[src/rtl/dp_alu_pkg.sv]
package dp_alu_pkg;

    typedef enum logic [3:0] {
        OP_ADD = 4'd0,
        OP_ADC = 4'd1,
        OP_SUB = 4'd2,
        OP_SBC = 4'd3,
        OP_AND = 4'd4,
        OP_ORR = 4'd5,
        OP_EOR = 4'd6,
        OP_BIC = 4'd7,
        OP_CMP = 4'd8,
        OP_MOV = 4'd9
    } op_e;

    typedef enum logic [1:0] {
        CLS_NONE  = 2'd0,
        CLS_ARITH = 2'd1,
        CLS_LOGIC = 2'd2,
        CLS_MOVE  = 2'd3
    } op_cls_e;

    typedef struct packed {
        logic n;
        logic z;
        logic c;
        logic v;
    } flags_t;

    function automatic op_cls_e classify(input logic [3:0] op);
        op_cls_e cls;
        unique case (op)
            OP_ADD, OP_ADC, OP_SUB, OP_SBC, OP_CMP: cls = CLS_ARITH;
            OP_AND, OP_ORR, OP_EOR, OP_BIC:         cls = CLS_LOGIC;
            OP_MOV:                                 cls = CLS_MOVE;
            default:                                cls = CLS_NONE;
        endcase
        return cls;
    endfunction

endpackage

[src/rtl/dp_addsub.sv]
module dp_addsub #(
    parameter int WIDTH = 32
) (
    input  logic [WIDTH-1:0] a,
    input  logic [WIDTH-1:0] b,
    input  logic             subtract,
    input  logic             use_carry,
    input  logic             carry_in,
    output logic [WIDTH-1:0] sum,
    output logic             carry_out,
    output logic             overflow
);
    localparam int XW = WIDTH + 1;

    logic [WIDTH-1:0] b_eff;
    logic             cin;
    logic [XW-1:0]    total;

    always_comb begin
        b_eff = subtract ? ~b : b;
        cin   = use_carry ? carry_in : subtract;
        total = {1'b0, a} + {1'b0, b_eff} + {{WIDTH{1'b0}}, cin};
    end

    assign sum       = total[WIDTH-1:0];
    assign carry_out = total[XW-1];
    assign overflow  = (a[WIDTH-1] == b_eff[WIDTH-1]) && (sum[WIDTH-1] != a[WIDTH-1]);

endmodule

[src/rtl/dp_logic.sv]
module dp_logic #(
    parameter int WIDTH = 32
) (
    input  logic [WIDTH-1:0] a,
    input  logic [WIDTH-1:0] b,
    input  logic [1:0]       sel,
    output logic [WIDTH-1:0] y
);
    always_comb begin
        unique case (sel)
            2'd0: y = a & b;
            2'd1: y = a | b;
            2'd2: y = a ^ b;
            2'd3: y = a & ~b;
        endcase
    end
endmodule

[src/rtl/dp_flags.sv]
module dp_flags
    import dp_alu_pkg::*;
#(
    parameter int WIDTH = 32
) (
    input  op_cls_e          cls,
    input  logic             update,
    input  logic [WIDTH-1:0] value,
    input  logic             add_carry,
    input  logic             add_ovf,
    input  logic             shift_carry,
    input  flags_t           cur,
    output flags_t           nxt
);
    always_comb begin
        nxt = cur;
        if (update) begin
            nxt.n = value[WIDTH-1];
            nxt.z = ~|value;
            unique case (cls)
                CLS_ARITH: begin
                    nxt.c = add_carry;
                    nxt.v = add_ovf;
                end
                CLS_LOGIC, CLS_MOVE: begin
                    nxt.c = shift_carry;
                end
                default: nxt = cur;
            endcase
        end
    end
endmodule

[src/rtl/dp_alu.sv]
module dp_alu
    import dp_alu_pkg::*;
#(
    parameter int WIDTH = 32
) (
    input  logic             clk,
    input  logic             rst_n,
    input  logic             in_valid,
    input  logic [3:0]       opcode,
    input  logic [WIDTH-1:0] op_a,
    input  logic [WIDTH-1:0] op_b,
    input  logic             set_flags,
    input  logic             shift_carry,
    input  logic [3:0]       flags_in,
    output logic             out_valid,
    output logic [WIDTH-1:0] result,
    output logic             rd_we,
    output logic [3:0]       flags_out
);
    op_cls_e          cls;
    logic             is_sub;
    logic             use_c;
    logic             is_cmp;
    logic [WIDTH-1:0] add_y;
    logic             add_c;
    logic             add_v;
    logic [WIDTH-1:0] log_y;
    logic [WIDTH-1:0] res_d;
    logic             we_d;
    logic             upd_d;
    flags_t           cur_f;
    flags_t           nxt_f;

    assign cur_f = flags_t'(flags_in);

    always_comb begin
        cls    = classify(opcode);
        is_cmp = (opcode == OP_CMP);
        is_sub = (opcode == OP_SUB) || (opcode == OP_SBC) || is_cmp;
        use_c  = (opcode == OP_ADC) || (opcode == OP_SBC);
    end

    dp_addsub #(.WIDTH(WIDTH)) u_addsub (
        .a         (op_a),
        .b         (op_b),
        .subtract  (is_sub),
        .use_carry (use_c),
        .carry_in  (cur_f.c),
        .sum       (add_y),
        .carry_out (add_c),
        .overflow  (add_v)
    );

    dp_logic #(.WIDTH(WIDTH)) u_logic (
        .a   (op_a),
        .b   (op_b),
        .sel (opcode[1:0]),
        .y   (log_y)
    );

    always_comb begin
        unique case (cls)
            CLS_ARITH: res_d = add_y;
            CLS_LOGIC: res_d = log_y;
            CLS_MOVE:  res_d = op_b;
            default:   res_d = '0;
        endcase
        we_d  = (cls != CLS_NONE) && !is_cmp;
        upd_d = (cls != CLS_NONE) && (set_flags || is_cmp);
    end

    dp_flags #(.WIDTH(WIDTH)) u_flags (
        .cls         (cls),
        .update      (upd_d),
        .value       (res_d),
        .add_carry   (add_c),
        .add_ovf     (add_v),
        .shift_carry (shift_carry),
        .cur         (cur_f),
        .nxt         (nxt_f)
    );

    always_ff @(posedge clk or negedge rst_n) begin
        if (!rst_n) begin
            out_valid <= 1'b0;
            rd_we     <= 1'b0;
            result    <= '0;
            flags_out <= '0;
        end else begin
            out_valid <= in_valid;
            if (in_valid) begin
                result    <= res_d;
                rd_we     <= we_d;
                flags_out <= nxt_f;
            end else begin
                rd_we     <= 1'b0;
            end
        end
    end

endmodule

[config.mk]
export PLATFORM = sky130hd
export DESIGN_NAME = dp_alu
export DESIGN_NICKNAME = d
export VERILOG_FILES = /design/src/rtl/dp_alu_pkg.sv /design/src/rtl/dp_addsub.sv /design/src/rtl/dp_logic.sv /design/src/rtl/dp_flags.sv /design/src/rtl/dp_alu.sv
export SDC_FILE = /design/constraint.sdc
export NUM_CORES = 1
export LEC_CHECK = 0
export CORE_MARGIN = 3
export CORE_UTILIZATION = 45
export CTS_BUF_LIST = sky130_fd_sc_hd__clkbuf_8
export CTS_CLUSTER_DIAMETER = 40
export CTS_CLUSTER_SIZE = 24
export DETAILED_ROUTE_END_ITERATION = 7
export DONT_BUFFER_PORTS = 1
export PLACE_DENSITY_LB_ADDON = 0.05
export SLEW_MARGIN = 15
export SYNTH_ARGS = -nofsm -noshare
export SYNTH_HDL_FRONTEND = slang
export SYNTH_SLANG_ARGS = --single-unit
[constraint.sdc]
create_clock -name clk -period 0.8 [get_ports clk]
set_clock_uncertainty 0.05 [all_clocks]
set_input_delay 0 -clock clk [delete_from_list [all_inputs] [get_ports clk]]
set_output_delay 0 -clock clk [all_outputs]
set_load 0.1 [all_outputs]
==> After elaboration in Yosys (flattened, before gate mapping) <==
Memory sizes are Yosys's and may differ from the RTL's.
Index checks and enable logic that the tools add are counted.
{ "classes": {"bitwise": 5, "n_reduce_logical": 14, "n_addsub": 2, "eq_ne": 12, "mux": 9} }
{ "ops": {"columns": ["op", "count"], "rows": [
  ["$pmux W32 S4", 1],
  ["$pmux W32 S3", 1],
  ["$and A32 B32 Y32", 2],
  ["$add A32 B32 Y33", 1],
  ["$add A33 B1 Y33", 1],
  ["$mux W32", 1],
  ["$not A32 Y32", 1],
  ["$or A32 B32 Y32", 1],
  ["$reduce_or A32 Y1", 1],
  ["$xor A32 B32 Y32", 1],
  ["$eq A2 B2 Y1 const B", 4],
  ["$eq A4 B2 Y1 const B", 2],
  ["$eq A2 B1 Y1 const B", 2],
  ["$eq A4 B1 Y1 const B", 1],
  ["$eq A4 B4 Y1 const B", 1],
  ["$logic_or A1 B1 Y1", 4],
  ["$mux W4", 1],
  ["$logic_and A1 B1 Y1", 3],
  ["$mux W1", 3],
  ["$reduce_or A3 Y1", 1],
  ["$logic_not A1 Y1", 2],
  ["$logic_not A2 Y1", 1],
  ["$mux W2", 1],
  ["$pmux W1 S2", 1],
  ["4 further kinds", 4]
]} }
{ "totals": {"wordCells": 47, "reg_bits": 38, "out_inout_bits": 38, "rom_bits": 32, "memories": 1} }
{ "mem_list": {"columns": ["memory", "words", "width", "read_ports", "rd_ports_with_merged_regs", "write_ports", "line_no", "rtl"], "rows": [
  ["(no name shown)", 16, 2, 1, 0, 0, "dp_alu_pkg.sv:32", "unique case (op)"]
]} }

==> Longest topological paths before layout <==
Gate-level depths: netlist of the first run.
{ "logic_depth": {"ltp_word": 11, "mapped_depth": 22, "mapped_depth_nobuf": 18} }

==> Modules after synthesis <==
A second synthesis of the first run with hierarchy kept.
{ "unflattened": {"hier_cells": 894, "area_unflattened_um2": 6607.6} }
{ "modules_own_cells": {"columns": ["mod", "cells_each", "area_per_inst_um2", "seq_area_each_um2", "instances"], "rows": [
  ["dp_alu", 319, 2652.5, 950.9, 1],
  ["dp_addsub", 275, 2013.2, 0.0, 1],
  ["dp_logic", 278, 1769.2, 0.0, 1],
  ["dp_flags", 22, 172.7, 0.0, 1]
]} }

==> Least setup slack after synthesis of the first run <==
Ideal clock, no wire load.
{ "synth_timing": {"path_type": "input port to flip-flop", "start": "input opcode[0]", "end": "register flags_out[2]", "cell_stages": 22, "t_required_ns": 0.621, "arrival_time_ns": 5.159, "setup_time_ns": 0.129, "n_path_buf": 4, "setup_slack_ns": -4.538, "path_cell_list": "inv_1 -> ha_1 -> clkbuf_1 -> clkbuf_1 -> clkbuf_1 -> nor3_1 -> nor3_1 -> clkbuf_1 -> xnor2_1 -> fa_1 -> inv_1 -> fa_1 -> nor2b_1 -> o31ai_1 -> a211oi_1 -> o31ai_1 -> o211ai_2 -> a21bo_2 -> or4_1 -> and3_1 -> o2111ai_1 -> o21ai_1"} }
{ "synth_via": {"elab_chain_len": 11, "word_cells_on_any_way": 29, "cone_classes": "add/sub: 2; eq/ne: 10; mux: 6; reduce/logical: 10; memory: 1"} }
{ "synth_lines": {"columns": ["item", "line_no", "rtl"], "rows": [
  ["from (decl)", "dp_alu.sv:9", "input logic [3:0] opcode,"],
  ["$eq A4 B2 Y1, on equally long branches", "dp_alu.sv:39, dp_alu.sv:40", null],
  ["$logic_or A1 B1 Y1 (2 in a row)", "dp_alu.sv:39", "is_sub = (opcode == OP_SUB) || (opcode == OP_SBC) || is_cmp;"],
  ["$mux W32", "dp_addsub.sv:20", "b_eff = subtract ? ~b : b;"],
  ["$add A32 B32 Y33", "dp_addsub.sv:22", "total = {1'b0, a} + {1'b0, b_eff} + {{WIDTH{1'b0}}, cin};"],
  ["$add A33 B1 Y33", "dp_addsub.sv:22", null],
  ["$pmux W32 S3", "dp_alu.sv:62", "unique case (cls)"],
  ["$reduce_or A32 Y1", "dp_flags.sv:19", "nxt.z = ~|value;"],
  ["$logic_not A1 Y1", "dp_flags.sv:19", null],
  ["$mux W2", "dp_flags.sv:20", "unique case (cls)"],
  ["$mux W4 (*)", "dp_flags.sv:17", "if (update) begin"],
  ["to (signal assigned)", "dp_alu.sv:94", "flags_out <= nxt_f;"],
  ["to (decl)", "dp_alu.sv:18", "output logic [3:0] flags_out"]
]} }
Every way passes the cells marked *; elsewhere a longest branch is shown, timed or not.
A chain may end at the register's enable or synchronous reset.

==> Worst setup path after layout of the first run <==
{ "layout_timing": {"start": "input opcode[1]", "end": "register flags_out[2]"} }
The elaborated chain is that of the path after synthesis.

==> results of run 1 <==
-- cell usage after synthesis (all sizes together) (5+ instances only) --
library cell / instances
inv: 85
a21oi: 77
ha: 67
o21ai: 61
nand2: 59
nor2: 42
xnor2: 42
dfrtp: 38
clkbuf: 37
a32oi: 19
o22ai: 16
a21o: 14
a211oi: 13
mux2: 13
nor3: 13
nand2b: 12
nand3: 12
o211ai: 12
o21a: 12
xor2: 11
a2bb2oi: 8
a31oi: 7
nand4: 7
o31ai: 7
or3: 7
a211o: 6
and2: 6
and3: 6
nor2b: 6
o2111ai: 6
a31o: 5
o22a: 5
-- cells by family (layout without fill, tap and decap cells) --
logic type	after synthesis	in the layout	synth area share [%]
compound gates	300	300	34.2
xor+xnor	53	53	7.89
fa+ha+maj	69	69	14.9
buf+inv	125	390	8.13
flops	38	38	16.2
mux	16	16	3.00
simple gates	189	189	15.7
-- worst register-to-register path, stage by stage (launching register included) --
cell and delay, ns:
dfrtp_2 0.42, nor2b_1 0.15, o31ai_1 0.24, a21oi_1 0.06
-- repair_timing --
action,4_1_cts,5_1_grt
hold endpoints to repair,76,76
endpoints found under the setup margin,74,75
setup buffers,31,19
gates cloned,0,0
resized for setup,196,78
pin swaps,84,52
-- routing by layer --
layer	up-vias	part of all wire (%)
met5	-	0
met4	0	3.6
met3	81	7.4
met2	341	50
met1	3560	39
li1	3434	-
-- per-stage QoR --
| step | setup TNS, ns | instance area (um^2) | util, % | setup slack [ns] | power, W |
|---|---|---|---|---|---|
| after floorplan | -87.02 | 6180 | - | -3.20 | 0.00890 |
| final | -80.16 | 9810 | 77.1 | -2.63 | 0.0171 |
| after CTS | -76.04 | 9320 | 73.2 | -2.66 | 0.0160 |
| after detailed placement | -88.68 | 8170 | 64.2 | -3.31 | 0.0124 |
| after global placement | -86.29 | 8170 | 64.2 | -3.23 | 0.0123 |
| after global routing | -85.89 | 9810 | 77.1 | -2.81 | 0.0179 |
-- flip-flops by register name (all words and copies together), names as in the netlist --
signal	count
rd_we	1
result	32
flags_out	4
out_valid	1
-- power by group through the flow --
stage | Sequential, W | Clock, W | Combinational (W)
after floorplan | 0.00494 | 0 | 0.00396
after global placement | 0.00252 | 0 | 0.00977
after detailed placement | 0.00253 | 0 | 0.00990
after CTS | 0.00260 | 0.00190 | 0.0115
after global routing | 0.00270 | 0.00196 | 0.0133
final | 0.00267 | 0.00187 | 0.0126
-- cell type report --
type                       count  area share, %
multi-input combinational    627           54.0
timing repair buffer         297           28.9
sequential                    38           10.2
inverter                      85           3.55
tap                          172           2.19
clock buffer                   5          0.702
clock inverter                 3          0.459
-- worst min path at each step --
stage	start	end	cells past startpoint
CTS	rst_n	result[26]$_DFFE_PN0P_	0
floorplan	rst_n	flags_out[0]$_DFFE_PN0P_	0
global route	rst_n	result[22]$_DFFE_PN0P_	0
finish	rst_n	result[26]$_DFFE_PN0P_	0
detailed placement	rst_n	result[28]$_DFFE_PN0P_	0
global placement	rst_n	result[28]$_DFFE_PN0P_	0
==> flow_metrics.py, run 1 <==
metrics = {
    "clock_tree": {
        "insertion_delay_ns": 0.32,
        "tritoncts": "yes",
        "cts_buffer_depth": 2,
        "htree_levels": 2,
        "cts.reportedPaths.clkPinSlew_ns": 0.10,
        "postCtsHoldBufs": 1,
        "root_buffer": "clkbuf_8",
        "numCtsBuffers": 5,
        "cts_sinks": 38,
    },
    "power": {
        "p_leak_nw": 4.39,
        "clkPwrFrac_pct": 10.9,
        "p_sw_w": 0.00821,
        "seq_power_share_pct": 15.6,
        "switching_share_pct": 47.9,
        "p_comb_share_pct": 73.5,
        "powerDensity_nw_per_um2": 1750,
        "ir_worst_vdd_uv": 1560,
        "p_int_w": 0.00893,
    },
    "critical_path": {
        "path_class": "in -> reg",
        "end_kind": "register",
        "crit_arrival_ns": 3.64,
        "critPathTopFamily": "simple AND/OR/NAND/NOR gates",
        "reg2reg_slack_ns": -0.23,
        "rr_startpoint": "flags_out[1]$_DFFE_PN0P_",
        "required_ns": 1.02,
        "critPathMaxFanout": 7,
        "worstPathCellList": "inv_16 -> ha_4 -> nor2_4 -> nor3_4 -> buf_6 -> xnor2_2 -> fa_2 -> inv_2 -> fa_2 -> nor2b_4 -> buf_4 -> o31a_1 -> a211oi_2 -> a211oi_2 -> and4_1 -> nand4_1 -> or4_4 -> nor4_4 -> nand4_1 -> o21ai_1",
        "cp-startpoint": "opcode[1]",
        "r2r_end": "flags_out[1]$_DFFE_PN0P_",
        "critical_path.endpoint": "flags_out[2]$_DFFE_PN0P_",
        "critical_path_depth": 20,
        "slowest_delay_ns": 0.59,
        "worstSetupStartpointType": "primary input",
        "slowest_stage": "or4_4",
        "critical_path_buf_inv_count": 4,
        "r2r_cells": 3,
    },
    "detailed_routing": {
        "drt-total-wl_um": 25400,
        "remaining_drc_errors": 0,
        "drtPass1Iterations": 5,
        "num_vias": 7416,
        "drt_iter0_drc": 440,
        "drtAntennaViolNets": 0,
        "routedWlPerCell_um": 20.7,
        "vias_per_cell": 6.04,
    },
    "cells_and_area": {
        "insertedDiodeCount": 0,
        "multi_input_area_um2": 5300,
        "drive_gt1_share_pct": 47.2,
        "seq_area_um2": 997,
        "final_common_cell": "buf_4",
        "final-instance-count-excl-fill": 1227,
        "final_cell_mix": "228 x buf_4, 82 x inv_1, 61 x ha_1",
        "nets": 1200,
        "syn2layout_area_growth_pct": 66.7,
        "fillers": 916,
    },
    "synthesis": {
        "synth_top_flop_cell": "dfrtp_1",
        "yosysTopAreaCellShare_pct": 16.2,
        "syn_area_um2": 5880,
        "synth_area_leaders": "dfrtp_1 16%, ha_1 14%, a21oi_1 6.6%",
        "syn_nets": 936,
        "synth_cell_type_count": 66,
        "synthArstFlopShare_pct": 100,
        "avgSynthCellArea_um2": 7.44,
        "ys_seq_area_share_pct": 16.2,
        "yosysTopAreaCell": "dfrtp_1",
        "synth_edf_count": 0,
        "syn_inst": 790,
        "yosys_register_bits": 38,
        "yosys_warnings": 0,
    },
    "sta": {
        "fin_ws_ns": -2.63,
        "finalMaxSlewViolations": 0,
        "slew-limit-headroom_pct": 43.7,
        "max_clock_freq_mhz": 292,
        "finalHoldViolCount": 76,
        "timing.hold.ws_ns": -0.703,
        "min_period_ns": 3.43,
        "worst_pin_slew_ns": 0.844,
        "finalSetupViolCount": 74,
        "rsz0062_at_grt": "true",
        "fin_crit_sh_pct": 428,
    },
    "grt": {
        "grt_max_degree": 61,
        "grt_pass1_wl_um": 39300,
        "use_met1_pct": 41.0,
        "grtUsageMet2_pct": 58.1,
        "grt_busiest_layer": "met2",
        "gr-total-overflow": 0,
        "antenna_found_initial": 0,
        "grt_pass1_vias": 7664,
        "grt_usage_pct": 33.6,
        "use_met3_pct": 6.59,
    },
    "die": {
        "core_area_um2": 12700,
        "die_w_um": 120,
        "die_h_um": 120,
        "dieArea_um2": 14500,
        "start_util_pct": 46.2,
        "ios": 115,
        "num_rows": 41,
    },
    "place": {
        "dp.cells": 1178,
        "hpwl_um": 17800,
        "place.gp.congestion": 0.949,
        "place.port_buffers": 0,
    },
    "run": {
        "cap_viol_max_count": 0,
    },
    "run_status": {
        "outcome": "complete, but fails checks",
        "violations": "hold timing, setup timing",
    },
    "worst_hold_path": {
        "hold_class": "in -> async",
    },
}
Note: power is estimated with default switching activity, not from simulation.
==> run 2: changes to the inputs <==
==> constraint.sdc (replaced) <==
create_clock -name clk -period 0.8 [get_ports clk]
set_clock_uncertainty 0.05 [all_clocks]
set_input_delay 0.16 -clock clk [delete_from_list [all_inputs] [get_ports clk]]
set_output_delay 0.16 -clock clk [all_outputs]
set_load 0.1 [all_outputs]
==> run 2 against run 1 <==
  * The run still ends with hold timing, setup timing left
  * Non-clock buffer count is 8 lower
  * Via count is 0.89% higher
  * Utilization is 0.51 points lower
==> flow_metrics.py, run 2 (synthesis results as in run 1) <==
metrics = {
    "run_status": {
        "outcome": "complete, but fails checks",
        "violations": "hold timing, setup timing",
    },
    "grt": {
        "grt_usage_pct": 33.9,
        "gr-total-overflow": 0,
        "grt_busiest_layer": "met2",
        "antenna_found_initial": 0,
        "use_met1_pct": 43.4,
        "grt_pass1_wl_um": 39300,
        "use_met3_pct": 6.08,
        "grtUsageMet2_pct": 57.1,
        "grt_max_degree": 61,
        "grt_pass1_vias": 7618,
    },
    "detailed_routing": {
        "num_vias": 7482,
        "vias_per_cell": 6.14,
        "remaining_drc_errors": 0,
        "drt_iter0_drc": 680,
        "drt-total-wl_um": 25400,
        "drtPass1Iterations": 6,
        "routedWlPerCell_um": 20.8,
        "drtAntennaViolNets": 0,
    },
    "power": {
        "p_leak_nw": 4.28,
        "ir_worst_vdd_uv": 1180,
        "powerDensity_nw_per_um2": 1730,
    },
    "critical_path": {
        "end_kind": "register",
        "path_class": "in -> reg",
        "reg2reg_slack_ns": -0.35,
        "worstSetupStartpointType": "primary input",
        "required_ns": 0.99,
        "critPathMaxFanout": 4,
        "crit_arrival_ns": 3.85,
        "r2r_cells": 3,
    },
    "cells_and_area": {
        "fillers": 924,
        "largest_reg_flops": 32,
        "final_cell_mix": "227 x buf_4, 82 x inv_1, 62 x ha_1",
        "largest-register": "result",
        "drive_gt1_share_pct": 44.9,
        "syn2layout_area_growth_pct": 65.6,
        "final_common_cell": "buf_4",
        "reg_top3": "result: 32 flops, flags_out: 4 flops",
        "insertedDiodeCount": 0,
        "nets": 1192,
    },
    "sta": {
        "timing.hold.ws_ns": -0.532,
        "finalHoldViolCount": 68,
        "finalSetupViolCount": 74,
        "slew-limit-headroom_pct": 47.1,
        "setup_tns_ns": -95.88,
        "min_period_ns": 3.66,
        "finalMaxSlewViolations": 0,
        "fin_ws_ns": -2.86,
        "worst_pin_slew_ns": 0.785,
        "fin_crit_sh_pct": 457,
        "rsz0062_at_grt": "true",
        "max_clock_freq_mhz": 274,
    },
    "clock_tree": {
        "insertion_delay_ns": 0.32,
        "postCtsHoldBufs": 1,
        "numCtsBuffers": 5,
        "cts_sinks": 38,
        "cts_buffer_depth": 2,
        "htree_levels": 2,
        "cts.reportedPaths.clkPinSlew_ns": 0.10,
        "tritoncts": "yes",
        "root_buffer": "clkbuf_8",
    },
    "worst_hold_path": {
        "hold_class": "in -> async",
    },
    "die": {
        "dieArea_um2": 14500,
        "die_h_um": 120,
        "die_w_um": 120,
        "core_area_um2": 12700,
        "num_rows": 41,
        "start_util_pct": 46.2,
        "ios": 115,
    },
    "place": {
        "place.gp.congestion": 0.952,
        "place.port_buffers": 0,
        "place_ws_ns": -3.57,
        "hpwl_um": 18700,
    },
    "run": {
        "cap_viol_max_count": 0,
    },
}
==> run 2: cell count changes in the layout (fill, tap and decap cells not counted), moves of 7 or more <==
cell,delta
a21oi_1,+7
dfrtp_2,-37
a21oi_2,-7
buf_6,-10
dfrtp_4,+37
==> run 2: path summary, 6_finish.rpt <==
| path | startpoint | to |
|---|---|---|
| worst max-delay path | opcode[0] | flags_out[2]$_DFFE_PN0P_ |
| worst max register to register | flags_out[1]$_DFFE_PN0P_ | flags_out[1]$_DFFE_PN0P_ |
| min in group clk | in_valid | out_valid$_DFF_PN0_ |
| worst min-delay path | rst_n | result[3]$_DFFE_PN0P_ |
| worst min register to register | result[26]$_DFFE_PN0P_ | result[26]$_DFFE_PN0P_ |
| max in group asynchronous | rst_n | result[24]$_DFFE_PN0P_ |
==> run 2: routing by layer <==
layer	part of all wire [%]	wire length (um)	vias up
met1	39	10000	3565
li1	-	-	3425
met2	48	12200	400
met5	0	0	-
met4	3.5	896	0
met3	9.2	2330	92
==> run 2: what timing repair did <==
action                                  CTS  global route
resized for setup                       141            39
endpoints found under the hold margin    74            74
pin swaps                                59            35
buffers inserted                         20            13
endpoints found under the setup margin   75            75
==> run 2: worst max-delay path: stages <==
cell and delay [ns]:
inv_16 0.02, ha_4 0.15, nor3_4 0.22, nor3_4 0.09
mux2_4 0.28, fa_2 0.37, inv_2 0.07, fa_2 0.23
nor2b_4 0.06, o31ai_4 0.27, a211oi_2 0.17, or4_1 0.50
a31oi_2 0.21, o211ai_1 0.12, or4_4 0.52, nor4_4 0.15
nand4_1 0.11, o21ai_1 0.14
==> run 2: final cells by class <==
type | count | area [um^2] | share of cell area [%]
Clock buffer | 6 | 82.6 | 0.848
Clock inverter | 2 | 12.5 | 0.128
Inverter | 85 | 348 | 3.57
Multi-Input combinational cell | 627 | 5230 | 53.6
Sequential cell | 38 | 1090 | 11.2
Tap cell | 172 | 215 | 2.21
Timing Repair Buffer | 289 | 2770 | 28.4
==> run 2: report_power, final <==
part,leakage [nW],switching [W],internal (W)
combinational,3.81,0.00678,0.00558
clock,0.0472,0.000914,0.000697
sequential,0.425,0.000439,0.00246
total,4.28,0.00813,0.00874
==> run 2: through the flow <==
step	instances	utilization, %	power [W]	cell area (um^2)
after floorplan	790	-	0.00909	6270
after global placement	1179	67.1	0.0130	8540
after detailed placement	1179	67.1	0.0132	8540
after CTS	1206	74.2	0.0162	9440
after global routing	1219	76.6	0.0176	9740
final	1219	76.6	0.0169	9740
